### src/rtl/scl_pkg.sv
package scl_pkg;
  // Fixed tick offsets added to the programmed phase lengths
  localparam int LOW_OFS  = 7;
  localparam int HIGH_OFS = 5;

  typedef enum logic [1:0] {
    PH_IDLE = 2'd0,
    PH_LOW  = 2'd1,
    PH_WAIT = 2'd2,
    PH_HIGH = 2'd3
  } scl_phase_e;
endpackage

### src/rtl/scl_sync.sv
module scl_sync #(
  parameter int STAGES = 2
) (
  input  logic clk,
  input  logic rst_n,
  input  logic d,
  output logic q
);
  logic [STAGES-1:0] sr;

  always_ff @(posedge clk or negedge rst_n) begin
    if (!rst_n) sr <= '0;
    else        sr <= {sr[STAGES-2:0], d};
  end

  assign q = sr[STAGES-1];
endmodule

### src/rtl/scl_tick_div.sv
module scl_tick_div #(
  parameter int PSC_W = 8
) (
  input  logic             clk,
  input  logic             rst_n,
  input  logic             run,
  input  logic [PSC_W-1:0] lim,
  output logic             tick
);
  logic [PSC_W-1:0] pc;

  assign tick = run && (pc == lim);

  always_ff @(posedge clk or negedge rst_n) begin
    if (!rst_n)           pc <= '0;
    else if (!run)        pc <= '0;
    else if (pc == lim)   pc <= '0;
    else                  pc <= pc + 1'b1;
  end

  // The captured limit never drops below the running count
  assert_pc_bound_R1: assert property (@(posedge clk) disable iff (!rst_n)
    run |-> pc <= lim)
    else $error("prescale count exceeds limit");
endmodule

### src/rtl/scl_phase_fsm.sv
module scl_phase_fsm
  import scl_pkg::*;
#(
  parameter int PSC_W = 8,
  parameter int CNT_W = 8
) (
  input  logic             clk,
  input  logic             rst_n,
  input  logic             active,
  input  logic             tick,
  input  logic             line_hi,
  input  logic [PSC_W-1:0] psc_cfg,
  input  logic [CNT_W-1:0] low_cfg,
  input  logic [CNT_W-1:0] high_cfg,
  output logic             run,
  output logic [PSC_W-1:0] psc_q,
  output logic             scl_oe,
  output logic             fall_stb,
  output logic             rise_stb
);
  localparam int CW = CNT_W + 1;

  scl_phase_e       state;
  logic [CW-1:0]    cnt;
  logic [CNT_W-1:0] low_q, high_q;
  logic [CW-1:0]    low_tgt, high_tgt;

  assign low_tgt  = {1'b0, low_q}  + CW'(LOW_OFS - 1);
  assign high_tgt = {1'b0, high_q} + CW'(HIGH_OFS - 1);
  assign run      = (state != PH_IDLE);

  always_ff @(posedge clk or negedge rst_n) begin
    if (!rst_n) begin
      state    <= PH_IDLE;
      cnt      <= '0;
      scl_oe   <= 1'b0;
      fall_stb <= 1'b0;
      rise_stb <= 1'b0;
      psc_q    <= '0;
      low_q    <= '0;
      high_q   <= '0;
    end else begin
      fall_stb <= 1'b0;
      rise_stb <= 1'b0;
      if (!active) begin
        state  <= PH_IDLE;
        cnt    <= '0;
        scl_oe <= 1'b0;
      end else begin
        case (state)
          PH_IDLE: begin
            state    <= PH_LOW;
            cnt      <= '0;
            scl_oe   <= 1'b1;
            fall_stb <= 1'b1;
            psc_q    <= psc_cfg;
            low_q    <= low_cfg;
            high_q   <= high_cfg;
          end
          PH_LOW: begin
            if (tick) begin
              if (cnt == low_tgt) begin
                state  <= PH_WAIT;
                cnt    <= '0;
                scl_oe <= 1'b0;
              end else begin
                cnt <= cnt + 1'b1;
              end
            end
          end
          PH_WAIT: begin
            if (tick && line_hi) begin
              state    <= PH_HIGH;
              cnt      <= CW'(1);
              rise_stb <= 1'b1;
            end
          end
          PH_HIGH: begin
            if (tick) begin
              if (cnt == high_tgt) begin
                state    <= PH_LOW;
                cnt      <= '0;
                scl_oe   <= 1'b1;
                fall_stb <= 1'b1;
                psc_q    <= psc_cfg;
                low_q    <= low_cfg;
                high_q   <= high_cfg;
              end else begin
                cnt <= cnt + 1'b1;
              end
            end
          end
          default: state <= PH_IDLE;
        endcase
      end
    end
  end

  assert_low_bound_R2: assert property (@(posedge clk) disable iff (!rst_n)
    (state == PH_LOW) |-> cnt <= low_tgt)
    else $error("low count overran target");

  assert_high_bound_R3: assert property (@(posedge clk) disable iff (!rst_n)
    (state == PH_HIGH) |-> (cnt <= high_tgt && cnt != '0))
    else $error("high count out of range");

  assert_idle_release_R10: assert property (@(posedge clk) disable iff (!rst_n)
    !active |=> (!scl_oe && !fall_stb && !rise_stb))
    else $error("drive or strobe while inactive");

  assert_fall_edge_R8: assert property (@(posedge clk) disable iff (!rst_n)
    fall_stb |-> (scl_oe && !$past(scl_oe)))
    else $error("fall strobe not at drive start");

  assert_rise_released_R9: assert property (@(posedge clk) disable iff (!rst_n)
    rise_stb |-> !scl_oe)
    else $error("rise strobe while driving low");

  assert_cfg_hold_R7: assert property (@(posedge clk) disable iff (!rst_n)
    (scl_oe && $past(scl_oe)) |-> ($stable(low_q) && $stable(high_q) && $stable(psc_q)))
    else $error("settings changed inside low half");
endmodule

### src/rtl/scl_rate_gen.sv
module scl_rate_gen #(
  parameter int PSC_W       = 8,
  parameter int CNT_W       = 8,
  parameter int SYNC_STAGES = 2
) (
  input  logic             clk,
  input  logic             rst_n,
  input  logic             en,
  input  logic             master,
  input  logic [PSC_W-1:0] psc_cfg,
  input  logic [CNT_W-1:0] low_cfg,
  input  logic [CNT_W-1:0] high_cfg,
  input  logic             scl_in,
  output logic             scl_oe,
  output logic             tick,
  output logic             fall_stb,
  output logic             rise_stb
);
  logic             active;
  logic             line_hi;
  logic             run;
  logic [PSC_W-1:0] psc_q;

  assign active = en && master;

  scl_sync #(.STAGES(SYNC_STAGES)) u_sync (
    .clk   (clk),
    .rst_n (rst_n),
    .d     (scl_in),
    .q     (line_hi)
  );

  scl_tick_div #(.PSC_W(PSC_W)) u_div (
    .clk   (clk),
    .rst_n (rst_n),
    .run   (run),
    .lim   (psc_q),
    .tick  (tick)
  );

  scl_phase_fsm #(.PSC_W(PSC_W), .CNT_W(CNT_W)) u_fsm (
    .clk      (clk),
    .rst_n    (rst_n),
    .active   (active),
    .tick     (tick),
    .line_hi  (line_hi),
    .psc_cfg  (psc_cfg),
    .low_cfg  (low_cfg),
    .high_cfg (high_cfg),
    .run      (run),
    .psc_q    (psc_q),
    .scl_oe   (scl_oe),
    .fall_stb (fall_stb),
    .rise_stb (rise_stb)
  );

  // Slave mode never pulls the line
  assert_slave_quiet_R5: assert property (@(posedge clk) disable iff (!rst_n)
    (!master && $past(!master)) |-> (!scl_oe && !tick))
    else $error("activity in slave mode");
endmodule

### config.mk
export PLATFORM = sky130hd
export DESIGN_NAME = scl_rate_gen
export DESIGN_NICKNAME = d
export VERILOG_FILES = /design/src/rtl/scl_pkg.sv /design/src/rtl/scl_sync.sv /design/src/rtl/scl_tick_div.sv /design/src/rtl/scl_phase_fsm.sv /design/src/rtl/scl_rate_gen.sv
export SDC_FILE = /design/constraint.sdc
export NUM_CORES = 1
export LEC_CHECK = 0
export CAP_MARGIN = 10
export CORE_UTILIZATION = 30
export CTS_CLUSTER_DIAMETER = 50
export DETAILED_ROUTE_END_ITERATION = 8
export GPL_TIMING_DRIVEN = 0
export PLACE_DENSITY_LB_ADDON = 0.05
export SKIP_LAST_GASP = 1
export SLEW_MARGIN = 20
export SYNTH_ARGS = -nofsm -noshare
export SYNTH_HDL_FRONTEND = slang
export SYNTH_HIERARCHICAL = 1
export SYNTH_SLANG_ARGS = --single-unit
### constraint.sdc
create_clock -name clk -period 4.5 [get_ports clk]
set_clock_uncertainty 0.05 [all_clocks]
set_input_delay 0.675 -clock clk [delete_from_list [all_inputs] [get_ports clk]]
set_output_delay 0.675 -clock clk [all_outputs]
set_load 0.1 [all_outputs]
# ---- Word-level counts from Yosys, hierarchy flattened
# Cells that the tools add are included.
dict set report word_totals {
  romBits 0
  ram_bits 0
  memories 0
  latch_bits 0
  output_inout_bits 4
  input_bits 29
  ff_bits 48
}
dict set report classes {
  mux 38
  div 0
  eq_ne 14
  n_mul 0
  addsub 4
  n_reduce_logical 10
  shifts 0
  magnitude_cmp 0
  bitwise_logic 0
}
# cell n
set ops {}
lappend ops {{$mux W8} 8}
lappend ops {{$mux W9} 6}
lappend ops {{$pmux W8 S2} 3}
lappend ops {{$pmux W9 S4} 1}
lappend ops {{$add A8 B3 Y9 const B} 2}
lappend ops {{$eq A9 B9 Y1} 2}
lappend ops {{$ne A3 B3 Y1 const B} 5}
lappend ops {{$mux W2} 6}
lappend ops {{$mux W1} 11}
lappend ops {{$reduce_and A5 Y1} 2}
lappend ops {{$add A9 B1 Y9 const B} 1}
lappend ops {{$add A8 B1 Y8 const B} 1}
lappend ops {{$eq A8 B8 Y1} 1}
lappend ops {{$pmux W2 S4} 1}
lappend ops {{$eq A2 B2 Y1 const B} 2}
lappend ops {{$ne A2 B1 Y1 const B} 2}
lappend ops {{$ne A4 B4 Y1 const B} 1}
lappend ops {{$reduce_and A4 Y1} 1}
lappend ops {{$reduce_bool A2 Y1} 2}
lappend ops {{$logic_and A1 B1 Y1} 3}
lappend ops {{$pmux W1 S3} 1}
lappend ops {{$reduce_and A3 Y1} 1}
lappend ops {{$eq A2 B1 Y1 const B} 1}
lappend ops {{$logic_not A2 Y1} 1}
lappend ops {{$pmux W1 S2} 1}

# ---- Depth between registers and ports, before layout
# Gate-level depths: netlist of the first run.
dict set report depth {
  ltp_word 6
  mapped_depth 11
}

# ---- Hierarchy
# The synthesis of the first run kept the hierarchy.
# mod cells_each area_each_um2 n_inst
set by_module_without_submodules {}
lappend by_module_without_submodules {scl_phase_fsm 225 2364.8 1}
lappend by_module_without_submodules {scl_tick_div 46 500.5 1}
lappend by_module_without_submodules {scl_sync 2 50.0 1}
lappend by_module_without_submodules {scl_rate_gen 1 6.3 1}

# ---- Least setup slack after synthesis of the first run
# No wires, ideal clock.
dict set report synth_path {
  path_type {register to register}
  from {register u_fsm.psc_q[7]}
  to {register u_fsm.cnt[2]}
  path_slack_ps 1052
  t_arrival_ps 3252
  stages_incl_launch_ff 11
  setup_ps 146
  path_cell_list {dfrtp_1 -> xor2_2 -> nor4_2 -> and3_1 -> a21bo_2 -> o21ai_0 -> and2_1 -> clkbuf_1 -> clkbuf_1 -> nand2_1 -> o311ai_0}
}
dict set report synth_via {
  elab_chain_len 5
}
# item line
set synth_lines {}
lappend synth_lines {{start, declared} scl_phase_fsm.sv:16} ;# output logic [PSC_W-1:0] psc_q,
lappend synth_lines {{start signal, assigned} scl_phase_fsm.sv:56} ;# psc_q <= psc_cfg;
lappend synth_lines {{start signal, assigned} scl_phase_fsm.sv:85} ;# psc_q <= psc_cfg;
lappend synth_lines {{$eq A8 B8 Y1 (*)} scl_tick_div.sv:12} ;# assign tick = run && (pc == lim);
lappend synth_lines {{$logic_and A1 B1 Y1 (*)} scl_tick_div.sv:12}
lappend synth_lines {{via tick} scl_rate_gen.sv:15} ;# output logic tick,
lappend synth_lines {{$logic_and A1 B1 Y1} scl_phase_fsm.sv:72} ;# if (tick && line_hi) begin
lappend synth_lines {{$ne A3 B3 Y1 (no source line)} --}
lappend synth_lines {{$reduce_and A3 Y1 (no source line) (*)} --}
lappend synth_lines {{end signal, assigned} scl_phase_fsm.sv:67} ;# cnt <= cnt + 1'b1;
lappend synth_lines {{end signal, assigned} scl_phase_fsm.sv:89} ;# cnt <= cnt + 1'b1;
lappend synth_lines {{end, declared} scl_phase_fsm.sv:24} ;# logic [CW-1:0] cnt;
# Mark *: on every way through the listed nets, which the timed path passes. The rest lies on a longest branch.
# A chain may end at the register's enable or synchronous reset.

# ---- Worst setup path after layout of the first run
dict set report layout_path {
  from {register u_div.pc[4]}
  to {output tick}
}
dict set report layout_via {
  elab_chain_len 2
}
# item line
set layout_lines {}
lappend layout_lines {{start, declared} scl_tick_div.sv:10} ;# logic [PSC_W-1:0] pc;
lappend layout_lines {{start signal, assigned} scl_tick_div.sv:18} ;# else pc <= pc + 1'b1;
lappend layout_lines {{$eq A8 B8 Y1} scl_tick_div.sv:12}
lappend layout_lines {{$logic_and A1 B1 Y1} scl_tick_div.sv:12}
lappend layout_lines {{end, declared} scl_rate_gen.sv:15}
# No other way between the ends.

==> impl_metrics.toml, run 1 <==
[synth]
yosysTopAreaCell = "dfrtp_1"
seq_area_frac_synth = 0.411
synth-seq-cells = 48
synth_cells = 274
async_flop_share = 1.00
netlist.area_leader.share = 0.411
yosysUniqueCellTypes = 52
yosysWarnings = 6
syn_area_sq_um = 2920
synth_ff_type = "dfrtp_1"
synth.area.top_cells = "dfrtp_1 41%, mux2_4 10%, xor2_1 5.1%, ha_1 3.4%, nand2_1 3.0%"
synth_nets = 311
synth_enable_flop_cells = 0
avgSynthCellArea_sq_um = 10.7

[worst_setup_path]
r2r-start = "u_div/pc[4]$_DFF_PN0_"
cp_cell_sequence = "xor2_1, nor4_2, and3_1, clkdlybuf4s50_1"
reg2regPathDepth = 10
cp_slowest_cell = "clkdlybuf4s50_1"
critPathLaunchType = "flop"
critPathTopFamily = "buffers and inverters"
r2r-end = "u_fsm/cnt[2]$_DFFE_PN0P_"
endpoint_kind = "primary output"
worstSetupPathType = "reg2out"
critPathBufInv = 1
crit_path_max_incr_delay_ns = 1.18
worst_ep_required_time_ns = 3.77
crit_fanout = 9
ff2ff_setup_slack_ns = 1.19
worstPathArrival_ns = 3.29

[drt]
drtAntennaViolNets = 0
vias = 2118
avgViaCountPerCell = 4.78
drc = 0
first_iter_violations = 96
dr.pass1.iters = 4
wl_microns = 6370
avgRoutedWirePerCell_microns = 14.4

[grt]
grt_pass1_vias = 2084
grt_pass1_wl_microns = 11000
gr-total-overflow = 0
grt_use_total = 0.139
grt_max_degree = 49
antenna_found_initial = 0

[sta]
min_period_over_period = 0.891
rsz0062_at_grt = "false"
timing.slew.headroom = 0.356
finalHoldViolCount = 0
whs_ns = 0.314
worstMarginPinSlew_ns = 0.962
slew_violations = 0
post-route-min-period_ns = 4.01
finalSetupViolCount = 0
fmax_mhz = 249
finalSetupTns_ns = 0

[floorplan]
ios = 33
initial_core_util = 0.313
die_h_microns = 101
die_area_sq_um = 10100
fp.dieW_microns = 101
rows = 35
core_sq_um = 9330

[clock_network]
hold_buffers = 0
htreeDepth = 2
postCtsSetupRepairBufs = 0
cts_buffer_depth = 2
cts_sinks = 48
cts_tree = "built"
clkLatencyLatePin_ns = 0.30
cts_made_buffers = 5
cts_root_buf = "clkbuf_8"
cts_resized = 0
path_clk_slew_ns = 0.09

[place]
io_buffer_count = 32
dp.final_hpwl_microns = 4600
place_area_sq_um = 3400
place_congestion = 0.733

[finish]
nFillCells = 931
final_common_cell = "dfrtp_1"
final_cell_mix = "48 x dfrtp_1, 31 x clkdlybuf4s50_1, 23 x nand2_1"
final_nets = 350
antenna_cells = 0
final_layout_size_suffix_gt1_frac = 0.159
fin_area_sq_um = 3520
area_delta_synth_final_pct = 20.3
final_util = 0.377

[power_and_ir_drop]
p_per_area_nw_per_um2 = 351
power_mw = 1.23
p_leak_nw = 1.46
vdd_drop_max_mv = 0.144

[job]
drv_cap = 0

[worst_hold_path]
hold-path-cell-count = 0
hold-path-endpoint = "u_sync/sr[1]$_DFF_PN0_"
hp-class = "reg2reg"
hold_start = "u_sync/sr[0]$_DFF_PN0_"

[run_status]
status = "completed"
-- per-layer routing --
layer | global-route usage | wire [microns] | share of wire
met5 | 0 | 0 | 0
met4 | 0.0368 | 38 | 0.0060
met3 | 0.0215 | 275 | 0.043
met2 | 0.201 | 2690 | 0.42
met1 | 0.213 | 3360 | 0.53
-- metrics by stage --
stage               cells  setup WS, ns
floorplan             274          1.05
global placement      435         0.793
detailed placement    435         0.793
CTS                   443         0.436
global route          443         0.308
finish                443         0.489
-- final cells by class --
cell class,instances,area (sq um),area share
inverters,10,37.5,0.0107
plain buffers,15,91.3,0.0260
clock buffers,5,68.8,0.0196
clock inverters,3,46.3,0.0132
well taps,129,161,0.0459
repair buffers,32,318,0.0904
flip-flops and latches,48,1200,0.342
multi-input cells,201,1590,0.453
-- worst max-delay path by stage --
| stage | start | endpoint | cells after the start |
|---|---|---|---|
| after floorplan | u_fsm/psc_q[7]$_DFFE_PN0P_ | u_fsm/cnt[2]$_DFFE_PN0P_ | 10 |
| after global placement | u_div/pc[4]$_DFF_PN0_ | tick | 4 |
| after CTS | u_div/pc[4]$_DFF_PN0_ | tick | 4 |
| after global routing | u_div/pc[4]$_DFF_PN0_ | tick | 4 |
| after detailed placement | u_div/pc[4]$_DFF_PN0_ | tick | 4 |
| final | u_div/pc[4]$_DFF_PN0_ | tick | 4 |
-- state kept, by name (all words and copies together) (netlist names) --
register / flops
u_div/pc: 8
u_fsm/high_q: 8
u_fsm/state: 2
u_fsm/rise_stb: 1
u_fsm/scl_oe: 1
u_sync/sr: 2
u_fsm/low_q: 8
u_fsm/psc_q: 8
u_fsm/fall_stb: 1
u_fsm/cnt: 9
-- worst reg2reg max path, cell delays in order (launching register included) --
cell	delay (ns)
dfrtp_1	0.47
xor2_1	0.18
nor4_2	0.74
and3_1	0.42
a21bo_2	0.17
o21ai_0	0.17
and2_1	0.22
clkbuf_1	0.20
clkbuf_1	0.30
nand2_1	0.13
o311ai_0	0.13
-- synth_stat cells, drive strengths merged (2+ instances only) --
master	instances
o21a	2
o21ai	15
mux2	24
mux2i	2
xnor2	9
o221ai	2
o311ai	2
a221oi	3
and3	2
a21bo	2
nor3b	4
nand4	3
and4	2
a31oi	4
xor2	19
inv	10
clkbuf	7
nor2	9
nor2b	6
ha	8
nor4	5
or3	6
dfrtp	48
a21oi	4
buf	8
o211ai	5
a211oi	6
and2	3
nor3	6
nand2	23
nand3	10
-- power by group --
| group | internal, mW | switching (mW) |
|---|---|---|
| sequential | 0.494 | 0.0755 |
| combinational | 0.185 | 0.155 |
| clock | 0.168 | 0.158 |
| total | 0.846 | 0.388 |
-- cells by family after synthesis --
logic type | after synthesis | synth area share
adder cells (fa/ha/maj) | 8 | 0.0343
AO/OA/AOI/OAI | 53 | 0.128
multiplexers | 26 | 0.125
flip-flops | 48 | 0.411
buffers and inverters | 25 | 0.0441
AND/OR/NAND/NOR | 86 | 0.168
XOR/XNOR | 28 | 0.0891
Note: power is estimated with default switching activity, not from simulation.
==> run 2: changes to the inputs <==
--- a/config.mk
+++ b/config.mk
@@ -6,7 +6,7 @@
 export NUM_CORES = 1
 export LEC_CHECK = 0
 export CAP_MARGIN = 10
-export CORE_UTILIZATION = 30
+export CORE_UTILIZATION = 40
 export CTS_CLUSTER_DIAMETER = 50
 export DETAILED_ROUTE_END_ITERATION = 8
 export GPL_TIMING_DRIVEN = 0
==> run 2 against run 1 <==
Net effect: cell count shrank 7.4%; non-clock buffer count is the same; critical endpoint unchanged; die area shrank 25%; maximum frequency shrank 0.78%; flip-flop and latch count is the same.
==> impl_metrics.toml, run 2 (synthesis gave the netlist of run 1 again) <==
[clock_network]
cts_tree = "built"
clkLatencyLatePin_ns = 0.30
cts_resized = 0
cts_made_buffers = 5
postCtsSetupRepairBufs = 0
cts_root_buf = "clkbuf_8"
path_clk_slew_ns = 0.09
cts_buffer_depth = 2
hold_buffers = 0
htreeDepth = 2
cts_sinks = 48

[finish]
largest_reg_flops = 9
area_delta_synth_final_pct = 18.3
final_cell_mix = "48 x dfrtp_1, 31 x clkdlybuf4s50_1, 23 x nand2_1"
largest_register = "u_fsm/cnt"
antenna_cells = 0
final_nets = 350
nFillCells = 651
multi_input_area_sq_um = 1590
final_common_cell = "dfrtp_1"
final_layout_size_suffix_gt1_frac = 0.159
final-seq-area_sq_um = 1200

[sta]
finalSetupTns_ns = 0
worstMarginPinSlew_ns = 0.964
finalHoldViolCount = 0
post-route-min-period_ns = 4.04
finalSetupViolCount = 0
min_period_over_period = 0.898
fmax_mhz = 247
slew_violations = 0
rsz0062_at_grt = "false"
timing.slew.headroom = 0.355

[floorplan]
fp.dieW_microns = 87.5
die_h_microns = 87.5
ios = 33
core_sq_um = 6910
initial_core_util = 0.423
die_area_sq_um = 7650
rows = 30

[worst_setup_path]
reg2regPathDepth = 10
worstSetupPathType = "reg2out"
cp_slowest_cell = "clkdlybuf4s50_1"
worst_ep_required_time_ns = 3.77
crit_fanout = 9
startpoint = "u_fsm/psc_q[7]$_DFFE_PN0P_"
ff2ff_setup_slack_ns = 1.14
endpoint_kind = "primary output"
r2r-start = "u_fsm/psc_q[7]$_DFFE_PN0P_"
critPathLaunchType = "flop"
worstPathArrival_ns = 3.32
cp_cell_sequence = "xor2_2, nor4_2, and3_1, clkdlybuf4s50_1"
crit_path_max_incr_delay_ns = 1.19
r2r-end = "u_fsm/cnt[2]$_DFFE_PN0P_"

[grt]
grt_pass1_wl_microns = 10300
grt_pass1_vias = 2003
grt_use_total = 0.175
antenna_found_initial = 0
grt_max_degree = 49
gr-total-overflow = 0

[power_and_ir_drop]
p_per_area_nw_per_um2 = 343
power_mw = 1.19
p_leak_nw = 1.46
vdd_drop_max_mv = 0.153

[drt]
avgViaCountPerCell = 5.27
drtAntennaViolNets = 0
avgRoutedWirePerCell_microns = 14.8
wl_microns = 6060
vias = 2162
drc = 0
dr.pass1.iters = 4
first_iter_violations = 101

[job]
drv_cap = 0

[place]
dp.final_hpwl_microns = 4330
io_buffer_count = 32
place_congestion = 0.838

[worst_hold_path]
hold_start = "u_sync/sr[0]$_DFF_PN0_"
hp-class = "reg2reg"
hold-path-cell-count = 0
hold-path-endpoint = "u_sync/sr[1]$_DFF_PN0_"

[run_status]
status = "completed"
run 2: changes by cell type in the layout (fill, tap and decap cells not counted):
cell and delta:
clkinv_2 +1, bufinv_16 -1, clkbuf_8 +1, clkinvlp_4 -1
run 2: metrics by stage:
stage / hold WS, ns / worst slack [ns] / util / std cells / cell area (sq um)
6_report: 0.312 / 0.458 / 0.500 / 410 / 3460
5_1_grt: 0.335 / 0.313 / 0.500 / 410 / 3460
4_1_cts: 0.310 / 0.462 / 0.500 / 410 / 3460
3_5_place_dp: 0.289 / 0.814 / 0.486 / 402 / 3360
3_3_place_gp: 0.290 / 0.824 / 0.487 / 402 / 3360
2_1_floorplan: 0.281 / 1.05 / - / 274 / 2920
run 2: routing by layer:
metal,vias up,global-route usage,wire length (microns),part of all wire
li1,1071,-,-,-
met1,1040,0.263,3100,0.51
met2,45,0.256,2680,0.44
met3,6,0.0284,199,0.033
met4,0,0.0566,75,0.012
met5,-,0,0,0
run 2: layout make-up:
cell class	count	area share
clock buffers	6	0.0239
clock inverters	2	0.00398
repair buffers	32	0.0920
multi-input cells	201	0.461
flip-flops and latches	48	0.348
well taps	96	0.0348
inverters	10	0.0109
plain buffers	15	0.0264
run 2: how the worst max path moves through the flow:
stage	end	slack, ns	cells past startpoint
after detailed placement	tick	0.81	4
after global placement	tick	0.82	4
after floorplan	u_fsm/cnt[2]$_DFFE_PN0P_	1.05	10
final	tick	0.46	4
after global routing	tick	0.31	4
after CTS	tick	0.46	4
run 2: critical path: cells and delay by family (launching register included):
family | cells | cell delay [ns]
and+or+nand+nor | 2 | 1.20
xor gates and xnor gates | 1 | 0.19
buffers and inverters | 1 | 1.19
DFF | 1 | 0.43
run 2: report_power, final:
part | switching (mW) | internal (mW)
Combinational | 0.156 | 0.185
Clock | 0.150 | 0.126
Sequential | 0.0749 | 0.494
==> run 3: changes to the inputs <==
--- a/config.mk
+++ b/config.mk
@@ -6,13 +6,13 @@
 export NUM_CORES = 1
 export LEC_CHECK = 0
 export CAP_MARGIN = 10
+export CORE_MARGIN = 2
 export CORE_UTILIZATION = 40
 export CTS_CLUSTER_DIAMETER = 50
 export DETAILED_ROUTE_END_ITERATION = 8
 export GPL_TIMING_DRIVEN = 0
 export PLACE_DENSITY_LB_ADDON = 0.05
 export SKIP_LAST_GASP = 1
-export SLEW_MARGIN = 20
 export SYNTH_ARGS = -nofsm -noshare
 export SYNTH_HDL_FRONTEND = slang
 export SYNTH_HIERARCHICAL = 1
==> run 3 against run 2 <==
Net effect: die area is 4.6% higher; wire length is 4.8% higher; setup slack worse by 0.00069 ns.
==> impl_metrics.toml, run 3 (synthesis gave the netlist of run 1 again) <==
[power_and_ir_drop]
vdd_drop_max_mv = 0.167
power_mw = 1.26
internal_power_mw = 0.862
power.switching_mw = 0.393
p_leak_nw = 1.48
clkPwrFrac = 0.270
pwr-share-comb = 0.276
p_per_area_nw_per_um2 = 358
swShare = 0.313
power_frac_seq = 0.455

[clock_network]
path_clk_slew_ns = 0.10
postCtsSetupRepairBufs = 0
cts_made_buffers = 5
cts_sinks = 48
htreeDepth = 2
cts_resized = 0
hold_buffers = 0
cts_buffer_depth = 2
cts_root_buf = "clkbuf_8"
cts_tree = "built"
clkLatencyLatePin_ns = 0.31

[drt]
drtAntennaViolNets = 0
maxUsedRoutingLayer = "met4"
avgRoutedWirePerCell_microns = 15.3
drc = 0
wl_met2_microns = 2630
avgViaCountPerCell = 5.16
wl_microns = 6350
vias = 2135
wl_met1_microns = 3390
dr_wl_met3_microns = 236
dr.pass1.iters = 4
first_iter_violations = 84

[finish]
largest_register = "u_fsm/cnt"
largest_reg_flops = 9
final_nets = 351
multi_input_area_sq_um = 1590
fin_area_sq_um = 3500
final_cell_mix = "48 x dfrtp_1, 31 x clkdlybuf4s50_1, 23 x nand2_1"
antenna_cells = 0
nFillCells = 689
final-seq-area_sq_um = 1200
final_cells = 414
final_common_cell = "dfrtp_1"
final_layout_size_suffix_gt1_frac = 0.162
area_delta_synth_final_pct = 19.9

[place]
io_buffer_count = 32
place_area_sq_um = 3380
dp.final_hpwl_microns = 4520
place_inst = 406
place_congestion = 0.811

[run_status]
status = "completed"

[sta]
post-route-min-period_ns = 4.04
finalSetupViolCount = 0
worstMarginPinSlew_ns = 0.966
fmax_mhz = 247
slew_violations = 0
whs_ns = 0.206
timing.slew.headroom = 0.354
min_period_over_period = 0.898
finalHoldViolCount = 0
finalSetupTns_ns = 0
rsz0062_at_grt = "false"

[worst_setup_path]
crit_fanout = 9
crit_path_max_incr_delay_ns = 1.19
cp_slowest_cell = "clkdlybuf4s50_1"
worstPathArrival_ns = 3.32
worst_ep_required_time_ns = 3.77
reg2regPathDepth = 10
cp_cell_sequence = "xor2_2, nor4_2, and3_1, clkdlybuf4s50_1"
critical_path_depth = 4
critPathBufInv = 1
endpoint_kind = "primary output"
critPathTopFamily = "simple AND/OR/NAND/NOR gates"
critPathLaunchType = "flop"
worstSetupPathType = "reg2out"

[grt]
gr-total-overflow = 0
grt_pass1_vias = 2016
grt_use_total = 0.172
grt_max_degree = 36
antenna_found_initial = 0
grt_pass1_wl_microns = 10300

[floorplan]
fp.dieW_microns = 89.5
ios = 33
core_sq_um = 7180
rows = 31
die_area_sq_um = 8000
initial_core_util = 0.407
die_h_microns = 89.5

[worst_hold_path]
hp-class = "in2async"

[job]
drv_cap = 0
run 3: cell types whose count changed in the layout (fill, tap and decap cells not counted), sizes merged:
cell	previous run	this run
buf	9	10
bufinv	0	1
inv	11	10
run 3: stage by stage:
stage	utilization	setup slack [ns]
4_1_cts	0.488	0.438
2_1_floorplan	-	1.05
3_3_place_gp	0.469	0.793
6_report	0.488	0.457
5_1_grt	0.488	0.333
3_5_place_dp	0.471	0.810
run 3: layout make-up:
| class | count | area share |
|---|---|---|
| sequential | 48 | 0.343 |
| timing repair buffer | 33 | 0.0957 |
| clock inverter | 2 | 0.0111 |
| clock buffer | 6 | 0.0236 |
| inverter | 10 | 0.0107 |
| buffer | 15 | 0.0261 |
| tap | 99 | 0.0354 |
| multi-input combinational | 201 | 0.454 |
run 3: power groups by stage:
| stage | Clock, mW | Combinational, mW | Sequential [mW] |
|---|---|---|---|
| finish | 0.339 | 0.346 | 0.571 |
| detailed placement | 0 | 0.345 | 0.579 |
| CTS | 0.352 | 0.349 | 0.572 |
| global route | 0.366 | 0.380 | 0.582 |
| global placement | 0 | 0.341 | 0.578 |
| floorplan | 0 | 0.251 | 0.570 |
run 3: worst paths after layout:
path | from | end | slack [ns]
setup / recovery | u_fsm/psc_q[7]$_DFFE_PN0P_ | tick | 0.46
hold / removal | rst_n | u_fsm/low_q[5]$_DFFE_PN0P_ | 0.21
setup reg to reg | u_fsm/psc_q[7]$_DFFE_PN0P_ | u_fsm/cnt[2]$_DFFE_PN0P_ | 1.13
hold reg to reg | u_sync/sr[0]$_DFF_PN0_ | u_sync/sr[1]$_DFF_PN0_ | 0.30
max in group asynchronous | rst_n | u_fsm/high_q[2]$_DFFE_PN0P_ | 3.70
min in group clk | u_sync/sr[0]$_DFF_PN0_ | u_sync/sr[1]$_DFF_PN0_ | 0.30
run 3: layer usage:
layer  up-vias  track usage
met5         -            0
met4         0       0.0624
met3         7       0.0277
met2        42        0.239
met1      1020        0.265
li1       1066            -
